## src/rtl/rr_pkg.sv

```systemverilog
package rr_pkg;

  typedef enum logic [2:0] {
    ST_IDLE, ST_PRE, ST_RP, ST_REF, ST_RFC, ST_SRE, ST_SR, ST_XS
  } rr_state_e;

  typedef struct packed {
    logic [1:0] cs_n;
    logic       ras_n;
    logic       cas_n;
    logic       we_n;
    logic       a8;
  } rr_cmd_t;

  localparam rr_cmd_t CMD_NOP = '{2'b11, 1'b1, 1'b1, 1'b1, 1'b0};
  localparam rr_cmd_t CMD_PRE = '{2'b00, 1'b0, 1'b1, 1'b0, 1'b1};
  localparam rr_cmd_t CMD_REF = '{2'b00, 1'b0, 1'b0, 1'b1, 1'b0};

  // cycles between refresh credits
  function automatic int unsigned refi_cycles(int unsigned window_ns,
                                              int unsigned refs,
                                              int unsigned clk_ns);
    return window_ns / (refs * clk_ns);
  endfunction

  // bits needed to hold values 0..n
  function automatic int unsigned hold_bits(int unsigned n);
    return (n < 2) ? 1 : $clog2(n + 1);
  endfunction

endpackage

```

## src/rtl/rr_tick.sv

```systemverilog
module rr_tick #(
  parameter int unsigned TREFI = 1562
) (
  input  logic clk,
  input  logic rst_n,
  output logic tick
);
  localparam int unsigned W = rr_pkg::hold_bits(TREFI - 1);

  logic [W-1:0] phase;

  assign tick = (phase == W'(TREFI - 1));

  always_ff @(posedge clk) begin
    if (!rst_n)    phase <= '0;
    else if (tick) phase <= '0;
    else           phase <= phase + 1'b1;
  end

  p_tick_single_r2: assert property (@(posedge clk) disable iff (!rst_n)
    tick |=> !tick);

endmodule

```

## src/rtl/rr_pend.sv

```systemverilog
module rr_pend #(
  parameter int unsigned MAX_PEND = 8
) (
  input  logic clk,
  input  logic rst_n,
  input  logic earn,
  input  logic spend,
  output logic any
);
  localparam int unsigned W = rr_pkg::hold_bits(MAX_PEND);

  logic [W-1:0] credits;
  logic         full;

  assign full = (credits == W'(MAX_PEND));
  assign any  = (credits != '0);

  always_ff @(posedge clk) begin
    if (!rst_n) credits <= '0;
    else if (earn && !spend && !full) credits <= credits + 1'b1;
    else if (spend && !earn && any)   credits <= credits - 1'b1;
  end

  p_pend_cap_r8: assert property (@(posedge clk) disable iff (!rst_n)
    credits <= W'(MAX_PEND));

endmodule

```

## src/rtl/rr_seq.sv

```systemverilog
module rr_seq
  import rr_pkg::*;
#(
  parameter int unsigned TRP  = 3,
  parameter int unsigned TRFC = 14,
  parameter int unsigned TXSR = 40
) (
  input  logic      clk,
  input  logic      rst_n,
  input  logic      pend_any,
  input  logic      sr_req,
  input  logic      bank_open,
  output rr_state_e state,
  output rr_cmd_t   cmd,
  output logic      cke,
  output logic      ref_go
);
  localparam int unsigned TMAX = (TRP > TRFC) ? ((TRP > TXSR) ? TRP : TXSR)
                                             : ((TRFC > TXSR) ? TRFC : TXSR);
  localparam int unsigned CW = hold_bits(TMAX);

  rr_state_e      nxt;
  logic [CW-1:0]  wait_cnt, wait_nxt;
  logic           wait_done;

  assign wait_done = (wait_cnt == CW'(1));

  always_comb begin
    nxt      = state;
    wait_nxt = (wait_cnt != '0) ? wait_cnt - 1'b1 : wait_cnt;
    unique case (state)
      ST_IDLE: begin
        if (pend_any)    nxt = bank_open ? ST_PRE : ST_REF;
        else if (sr_req) nxt = bank_open ? ST_PRE : ST_SRE;
      end
      ST_PRE: begin
        nxt = ST_RP;
        wait_nxt = CW'(TRP - 1);
      end
      ST_RP: if (wait_done) nxt = pend_any ? ST_REF : (sr_req ? ST_SRE : ST_IDLE);
      ST_REF: begin
        nxt = ST_RFC;
        wait_nxt = CW'(TRFC - 1);
      end
      ST_RFC: if (wait_done) nxt = pend_any ? ST_REF : ST_IDLE;
      ST_SRE: nxt = ST_SR;
      ST_SR: if (!sr_req) begin
        nxt = ST_XS;
        wait_nxt = CW'(TXSR - 1);
      end
      ST_XS: if (wait_done) nxt = ST_IDLE;
      default: nxt = ST_IDLE;
    endcase
  end

  always_ff @(posedge clk) begin
    if (!rst_n) begin
      state    <= ST_IDLE;
      wait_cnt <= '0;
    end else begin
      state    <= nxt;
      wait_cnt <= wait_nxt;
    end
  end

  always_comb begin
    unique case (state)
      ST_PRE:         cmd = CMD_PRE;
      ST_REF, ST_SRE: cmd = CMD_REF;
      default:        cmd = CMD_NOP;
    endcase
  end

  assign cke    = !(state == ST_SRE || state == ST_SR);
  assign ref_go = (state == ST_REF);

  p_exit_cke_r10: assert property (@(posedge clk) disable iff (!rst_n)
    (state == ST_SR && !sr_req) |=> cke);

endmodule

```

## src/rtl/refresh_sched.sv

```systemverilog
module refresh_sched
  import rr_pkg::*;
#(
  parameter int unsigned CLK_NS    = 5,
  parameter int unsigned WINDOW_NS = 32_000_000,
  parameter int unsigned REFS      = 4096,
  parameter int unsigned TRP       = 3,
  parameter int unsigned TRFC      = 14,
  parameter int unsigned TXSR      = 40,
  parameter int unsigned MAX_PEND  = 8
) (
  input  logic       clk,
  input  logic       rst_n,
  input  logic       sr_req,
  input  logic       bank_open,
  output logic [1:0] cs_n,
  output logic       ras_n,
  output logic       cas_n,
  output logic       we_n,
  output logic       a8,
  output logic       cke,
  output logic       busy
);
  localparam int unsigned TREFI = refi_cycles(WINDOW_NS, REFS, CLK_NS);

  logic      tick;
  logic      pend_any;
  logic      ref_go;
  rr_state_e state;
  rr_cmd_t   cmd;

  rr_tick #(.TREFI(TREFI)) u_tick (
    .clk(clk), .rst_n(rst_n), .tick(tick)
  );

  rr_pend #(.MAX_PEND(MAX_PEND)) u_pend (
    .clk(clk), .rst_n(rst_n), .earn(tick), .spend(ref_go), .any(pend_any)
  );

  rr_seq #(.TRP(TRP), .TRFC(TRFC), .TXSR(TXSR)) u_seq (
    .clk(clk), .rst_n(rst_n), .pend_any(pend_any), .sr_req(sr_req),
    .bank_open(bank_open), .state(state), .cmd(cmd), .cke(cke), .ref_go(ref_go)
  );

  assign cs_n  = cmd.cs_n;
  assign ras_n = cmd.ras_n;
  assign cas_n = cmd.cas_n;
  assign we_n  = cmd.we_n;
  assign a8    = cmd.a8;
  assign busy  = (state != ST_IDLE) || pend_any || sr_req;

  // observation counters for the timing checks below
  localparam int unsigned RW = hold_bits(TRFC);
  localparam int unsigned XW = hold_bits(TXSR);

  logic          cmd_valid;
  logic [RW-1:0] since_ref;
  logic [XW-1:0] since_up;

  assign cmd_valid = (cs_n != 2'b11);

  always_ff @(posedge clk) begin
    if (!rst_n) begin
      since_ref <= RW'(TRFC);
      since_up  <= XW'(TXSR);
    end else begin
      if (cmd_valid && !ras_n && !cas_n) since_ref <= RW'(1);
      else if (since_ref < RW'(TRFC))    since_ref <= since_ref + 1'b1;
      if (!cke)                          since_up  <= '0;
      else if (since_up < XW'(TXSR))     since_up  <= since_up + 1'b1;
    end
  end

  p_ref_gap_r6: assert property (@(posedge clk) disable iff (!rst_n)
    cmd_valid |-> since_ref >= RW'(TRFC));

  p_exit_quiet_r10: assert property (@(posedge clk) disable iff (!rst_n)
    (cmd_valid && cke) |-> since_up >= XW'(TXSR));

  p_busy_cmd_r7: assert property (@(posedge clk) disable iff (!rst_n)
    cmd_valid |-> busy);

  p_sre_enc_r9: assert property (@(posedge clk) disable iff (!rst_n)
    $fell(cke) |-> (cs_n == 2'b00 && !ras_n && !cas_n && we_n));

  p_pair_cs_r3: assert property (@(posedge clk) disable iff (!rst_n)
    !ras_n |-> cs_n == 2'b00);

  p_pre_a8_r4: assert property (@(posedge clk) disable iff (!rst_n)
    (cmd_valid && !ras_n && cas_n && !we_n) |-> a8);

endmodule

```

## config.mk

```make
export PLATFORM = sky130hd
export DESIGN_NAME = refresh_sched
export DESIGN_NICKNAME = d
export VERILOG_FILES = /design/src/rtl/rr_pkg.sv /design/src/rtl/rr_tick.sv /design/src/rtl/rr_pend.sv /design/src/rtl/rr_seq.sv /design/src/rtl/refresh_sched.sv
export SDC_FILE = /design/constraint.sdc
export NUM_CORES = 1
export LEC_CHECK = 0
export ABC_AREA = 1
export BUFFER_PORTS_ARGS = -buffer_cell sky130_fd_sc_hd__buf_2
export CAP_MARGIN = 10
export CORE_MARGIN = 5
export CORE_UTILIZATION = 25
export CTS_BUF_LIST = sky130_fd_sc_hd__clkbuf_16
export CTS_CLUSTER_DIAMETER = 40
export CTS_CLUSTER_SIZE = 28
export DETAILED_ROUTE_END_ITERATION = 10
export PLACE_DENSITY_LB_ADDON = 0.15
export SLEW_MARGIN = 20
export SYNTH_ARGS = -nofsm -noshare
export SYNTH_HDL_FRONTEND = slang
export SYNTH_SLANG_ARGS = --single-unit
```

## constraint.sdc

```tcl
create_clock -name clk -period 3.1 [get_ports clk]
set_input_delay 0.62 -clock clk [delete_from_list [all_inputs] [get_ports clk]]
set_output_delay 0.62 -clock clk [all_outputs]
set_load 0.05 [all_outputs]
```

### Word level (Yosys, flattened, before mapping)

Cells that the tools add are included.

* output and inout port bits: 8
* input port bits: 4
* bits in registers: 24
* word-level logic and storage cells: 61

* mux-type cells: 18
* reductions and logical operators: 19
* add/sub/neg operators: 4
* bitwise logic cells: 1
* equality and inequality tests: 15

Operators with widths (count)
* 3-bit two-way mux: 9
* 3-bit one-hot mux with 8 select lines: 1
* 6-bit one-hot mux with 3 select lines: 1
* 3-bit equality test (second input constant): 4
* 6-bit two-way mux: 2
* 6-bit one-hot mux with 2 select lines: 1
* 11-bit by 1-bit adder with 11-bit output (second input constant): 1
* 11-bit equality test (second input constant): 1
* 4-bit two-way mux: 2
* 3-bit by 2-bit equality test with 1-bit output (second input constant): 2
* 6-bit by 1-bit equality test with 1-bit output (second input constant): 1
* 2-bit by 1-bit inequality test with 1-bit output (second input constant): 3
* 6-bit nonzero test: 1
* 6-bit by 1-bit subtractor with 6-bit output (second input constant): 1
* 5-bit AND reduction: 1
* 4-bit by 1-bit adder with 4-bit output (second input constant): 1
* 4-bit equality test (second input constant): 1
* 1-bit logical AND: 4
* 1-bit zero test: 4
* 2-bit two-way mux: 2
* 4-bit nonzero test: 1
* 2-bit OR reduction: 2
* 4-bit by 1-bit subtractor with 4-bit output (second input constant): 1
* 3-bit by 1-bit equality test with 1-bit output (second input constant): 1
* 7 further kinds: 9

### Depth between registers and ports, before layout

* word-level depth: 6
* depth in mapped cells: 14
* depth with buffers taken out: 14

### Modules after synthesis

From an unflattened synthesis, not the netlist that was laid out.

* cells, all modules: 235
* area, all modules: 1642.8 sq um

Modules (own cells, without submodules)
* rr_seq: area each 716.9 sq um, times used 1, cells an instance 108, seq. area each 180.2 sq um
* rr_tick: area each 585.6 sq um, times used 1, cells an instance 80, seq. area each 220.2 sq um
* rr_pend: area each 324.1 sq um, times used 1, cells an instance 43, seq. area each 80.1 sq um
* refresh_sched: area each 16.3 sq um, times used 1, cells an instance 4, seq. area each 0.0 sq um

### Worst setup path after synthesis

No wires, ideal clock.

* path kind: register -> output
* from: register u_seq.state[2]
* to: output cs_n[0]
* slack: 0.412 ns
* data arrival time: 2.068 ns
* data required time: 2.480 ns
* stages on the path, launching flop included: 4
* path buffers: 1
* path through: dfxtp_1 inv_2 o21ai_0 buf_4

* cells in the longest elaborated chain, start to end: 3
* elaborated cells between the ends (all ways): 5
* classes of those cells: 3 x eq/ne; 1 x mux; 1 x reduce/logical

Ends and longest elaborated chain
* start: declaration: line rr_seq.sv:13 `output rr_state_e state,`
* start signal: assignment: line rr_seq.sv:61 `state <= nxt;`
* 3-bit by 2-bit equality test with 1-bit output or 3-bit equality test (tied branches): line rr_seq.sv:67 `unique case (state)`
* 2-bit OR reduction: line rr_seq.sv:67
* 6-bit one-hot mux with 2 select lines (*): line rr_seq.sv:67
* end: declaration: line refresh_sched.sv:16 `output logic [1:0] cs_n,`

Every way passes the cells marked *; elsewhere a longest branch is shown, timed or not.

### Worst setup path in the final report

* from: register u_pend.credits[0]
* to: output busy

* cells in the longest elaborated chain, start to end: 3

Ends and longest elaborated chain
* start: declaration: line rr_pend.sv:12 `logic [W-1:0] credits;`
* start signal: assignment: line rr_pend.sv:20 `else if (earn && !spend && !full) credits <= credits + 1'b1;`
* start signal: assignment: line rr_pend.sv:21 `else if (spend && !earn && any) credits <= credits - 1'b1;`
* 4-bit nonzero test: line rr_pend.sv:16 `assign any = (credits != '0);`
* 1-bit logical OR (2 in series): line refresh_sched.sv:50 `assign busy = (state != ST_IDLE) || pend_any || sr_req;`
* end: declaration: line refresh_sched.sv:22 `output logic busy`

No other way between the ends.

==> metrics.yaml <==
run_status:
  status: "complete, no violations"
drt:
  vias_per_cell: 4.391
  wl_per_cell_um: 10.32
  vias: 1348
  wl_um: 3168
  antenna_left: 0
  drt_iter0_drc: 61
  firstDrtPassIters: 4
  drc: 0
floorplan:
  core_area_sq_um: 5921
  fp.dieH_um: 87.92
  dieArea_sq_um: 7729
  die_w_um: 87.92
  start_util: 0.2563
  core.rowCount: 28
  io_pins: 12
placed_design:
  port_buffers: 11
  gp_congestion: 0.7526
  placedCellCount: 303
  dp_hpwl_um: 2503
  placed_area_sq_um: 1637
power:
  internal_power_mw: 0.7069
  clkPwrFrac: 0.226
  p_leak_nw: 0.7371
  swShare: 0.4465
  p_per_area_nw_per_um2: 744.5
  pwr-share-seq: 0.314
  ir_worst_vdd_uv: 340.4
  combinationalPowerShare: 0.460
  switching_power_mw: 0.5703
sta:
  layout_min_cycle_time_ps: 2094
  holdWs_ps: 459.8
  tns_ps: 0
  finalCritPeriodShare: 0.6756
  fin_skew_ps: 3.541
  fmax_mhz: 477.5
  slew_violations: 0
  hold_violations: 0
  finalSetupViolCount: 0
  worst_pin_slew_ps: 478.1
  maxSlewHeadroom: 0.6788
  rsz0062_at_grt: "no"
critical_path:
  critPathMaxFanout: 6
  worstPathRequired_ps: 2480
  cp.arrival_ps: 1470
  slowest_delay_ps: 360
  endpoint_kind: "output port"
  critPathTopFamily: "simple AND/OR/NAND/NOR gates"
  cp-start-kind: "flop"
  cp_common_cell: "nand2_1"
  cp.buffers_inverters: 1
  worstSetupPathType: "reg2out"
  cpMaxStageDelayCell: "dfxtp_1"
  cp_cell_sequence: "nor2_2, nand2_1, nor2_1, nand2_1, buf_2"
synth:
  avgSynthCellArea_sq_um: 6.867
  synth_top_area_frac: 0.3166
  synth_edf_count: 0
  synth_cells: 221
  synth.area.top_cells: "dfxtp_1 32%, nand2_1 12%, nor2_1 7.7%"
  yosysUniqueCellTypes: 33
  synth_top_cell_by_area: "dfxtp_1"
  ys_warn_count: 0
  async_flop_share: 0
  syn-cell-area_sq_um: 1518
  ys.flop_type: "dfxtp_1"
  synth-seq-cells: 24
  synth.net_count: 233
  yosysSeqAreaShare: 0.3166
job:
  drv_cap: 0
clock_tree:
  post_cts_buffers: 0
  clkSinkCount: 24
  cts_resized: 0
  cts.clk_slew.worst_paths_ps: 70
  numCtsBuffers: 3
  cts_hold_buf: 0
  clock_path_buffers: 2
  cts_tree: "built"
  root_buffer: "clkbuf_16"
  h-tree-depth: 1
  clkLatencyLatePin_ps: 260
hold_path:
  hold_class: "reg2reg"
cells_and_area:
  finalInstanceArea_sq_um: 1715
  final_cells: 307
  area_growth_pct: 13.03
  drive_gt1_frac: 0.1422
  antenna_cells: 0
  nets: 245
  postLayoutCoreUtil: 0.2897
  n_fill_cell: 663
global_route:
  grt_pass1_wl_um: 5395
  grt_max_degree: 14
  grt-ovfl-total: 0
  antenna_found_initial: 0
  grt_pass1_vias: 1194
  track_usage: 0.08711
[power by group through the flow]
stage | logic (mW) | clock network, mW | registers, mW
after CTS | 0.595 | 0.300 | 0.399
after floorplan | 0.500 | 0 | 0.398
after global placement | 0.615 | 0 | 0.407
after detailed placement | 0.592 | 0 | 0.406
final | 0.588 | 0.288 | 0.401
after global routing | 0.654 | 0.312 | 0.406
[per-layer routing]
layer | global-route usage | vias up | routed length [um]
li1 | - | 741 | -
met1 | 0.1219 | 593 | 1662
met2 | 0.1308 | 8 | 1394
met3 | 0.01787 | 6 | 57
met4 | 0.03347 | 0 | 53
met5 | 0 | - | 0
[final timing paths]
kind                                     endpoint               from  slack, ps  cells past startpoint
worst max-delay path                         busy  u_pend.credits[0]       1010                      5
worst min-delay path              u_tick.phase[0]    u_tick.phase[0]        460                      1
worst max register to register  u_pend.credits[3]    u_tick.phase[0]       1110                     13
worst min register to register    u_tick.phase[0]    u_tick.phase[0]        460                      1
[per-stage QoR]
stage	total power, mW	setup WS (ps)
4_1_cts	1.294	972.4
3_3_place_gp	1.022	1123
2_1_floorplan	0.8975	412.4
6_report	1.277	1006
3_5_place_dp	0.9987	1086
5_1_grt	1.372	825.9
[sequential cells by signal, summed over array words and instances, names as in the netlist]
| name | flops |
|---|---|
| u_pend.credits | 4 |
| u_seq.state | 3 |
| u_tick.phase | 11 |
| u_seq.wait_cnt | 6 |
[Yosys cell counts, types with 2 or more instances]
cell / count
buf_4: 2
nand4_1: 5
inv_2: 5
or2_2: 2
nor2_2: 3
a21oi_1: 10
a31oi_1: 2
o21ai_0: 10
dfxtp_1: 24
nor3_1: 6
ha_1: 7
nand3_2: 2
xor2_1: 4
nand2_4: 2
nand2_1: 47
nand3_1: 19
nor2_1: 31
inv_1: 25
[cell usage in the layout, fill, tap and decap left out]
| master | count |
|---|---|
| a211oi_1 | 1 |
| a211oi_2 | 1 |
| a21boi_0 | 1 |
| a21oi_1 | 10 |
| a21oi_4 | 1 |
| a31oi_1 | 2 |
| buf_2 | 11 |
| clkbuf_16 | 3 |
| clkinv_1 | 1 |
| dfxtp_1 | 24 |
| fa_1 | 1 |
| ha_1 | 7 |
| inv_1 | 25 |
| inv_2 | 5 |
| inv_4 | 1 |
| nand2_1 | 47 |
| nand2_4 | 2 |
| nand3_1 | 19 |
| nand3_2 | 2 |
| nand3_4 | 1 |
| nand4_1 | 5 |
| nor2_1 | 31 |
| nor2_2 | 3 |
| nor3_1 | 6 |
| nor3b_1 | 1 |
| o211ai_2 | 1 |
| o21ai_0 | 10 |
| o21bai_1 | 1 |
| o22ai_1 | 1 |
| or2_0 | 1 |
| or2_2 | 2 |
| xnor2_1 | 1 |
| xor2_1 | 4 |
[final cells by class]
type                            instances  area (sq um)  area share
Timing Repair Buffer                   11         55.05     0.03209
Clock buffer                            3         75.07     0.04376
Sequential cell                        24         480.5      0.2801
Multi-Input combinational cell        162         888.4      0.5179
Clock inverter                          1         3.754    0.002188
Inverter                               31         118.9     0.06929
Tap cell                               75         93.84     0.05470
[kinds of logic after synthesis]
group                    after synthesis  synth area share
XOR/XNOR                               5           0.02885
adder cells (fa/ha/maj)                8           0.07090
buffers and inverters                 35           0.09810
AND/OR/NAND/NOR                      120            0.3652
AO/OA/AOI/OAI                         29            0.1204
flip-flops                            24            0.3166
No activity file was read; power rests on OpenSTA's default activity.
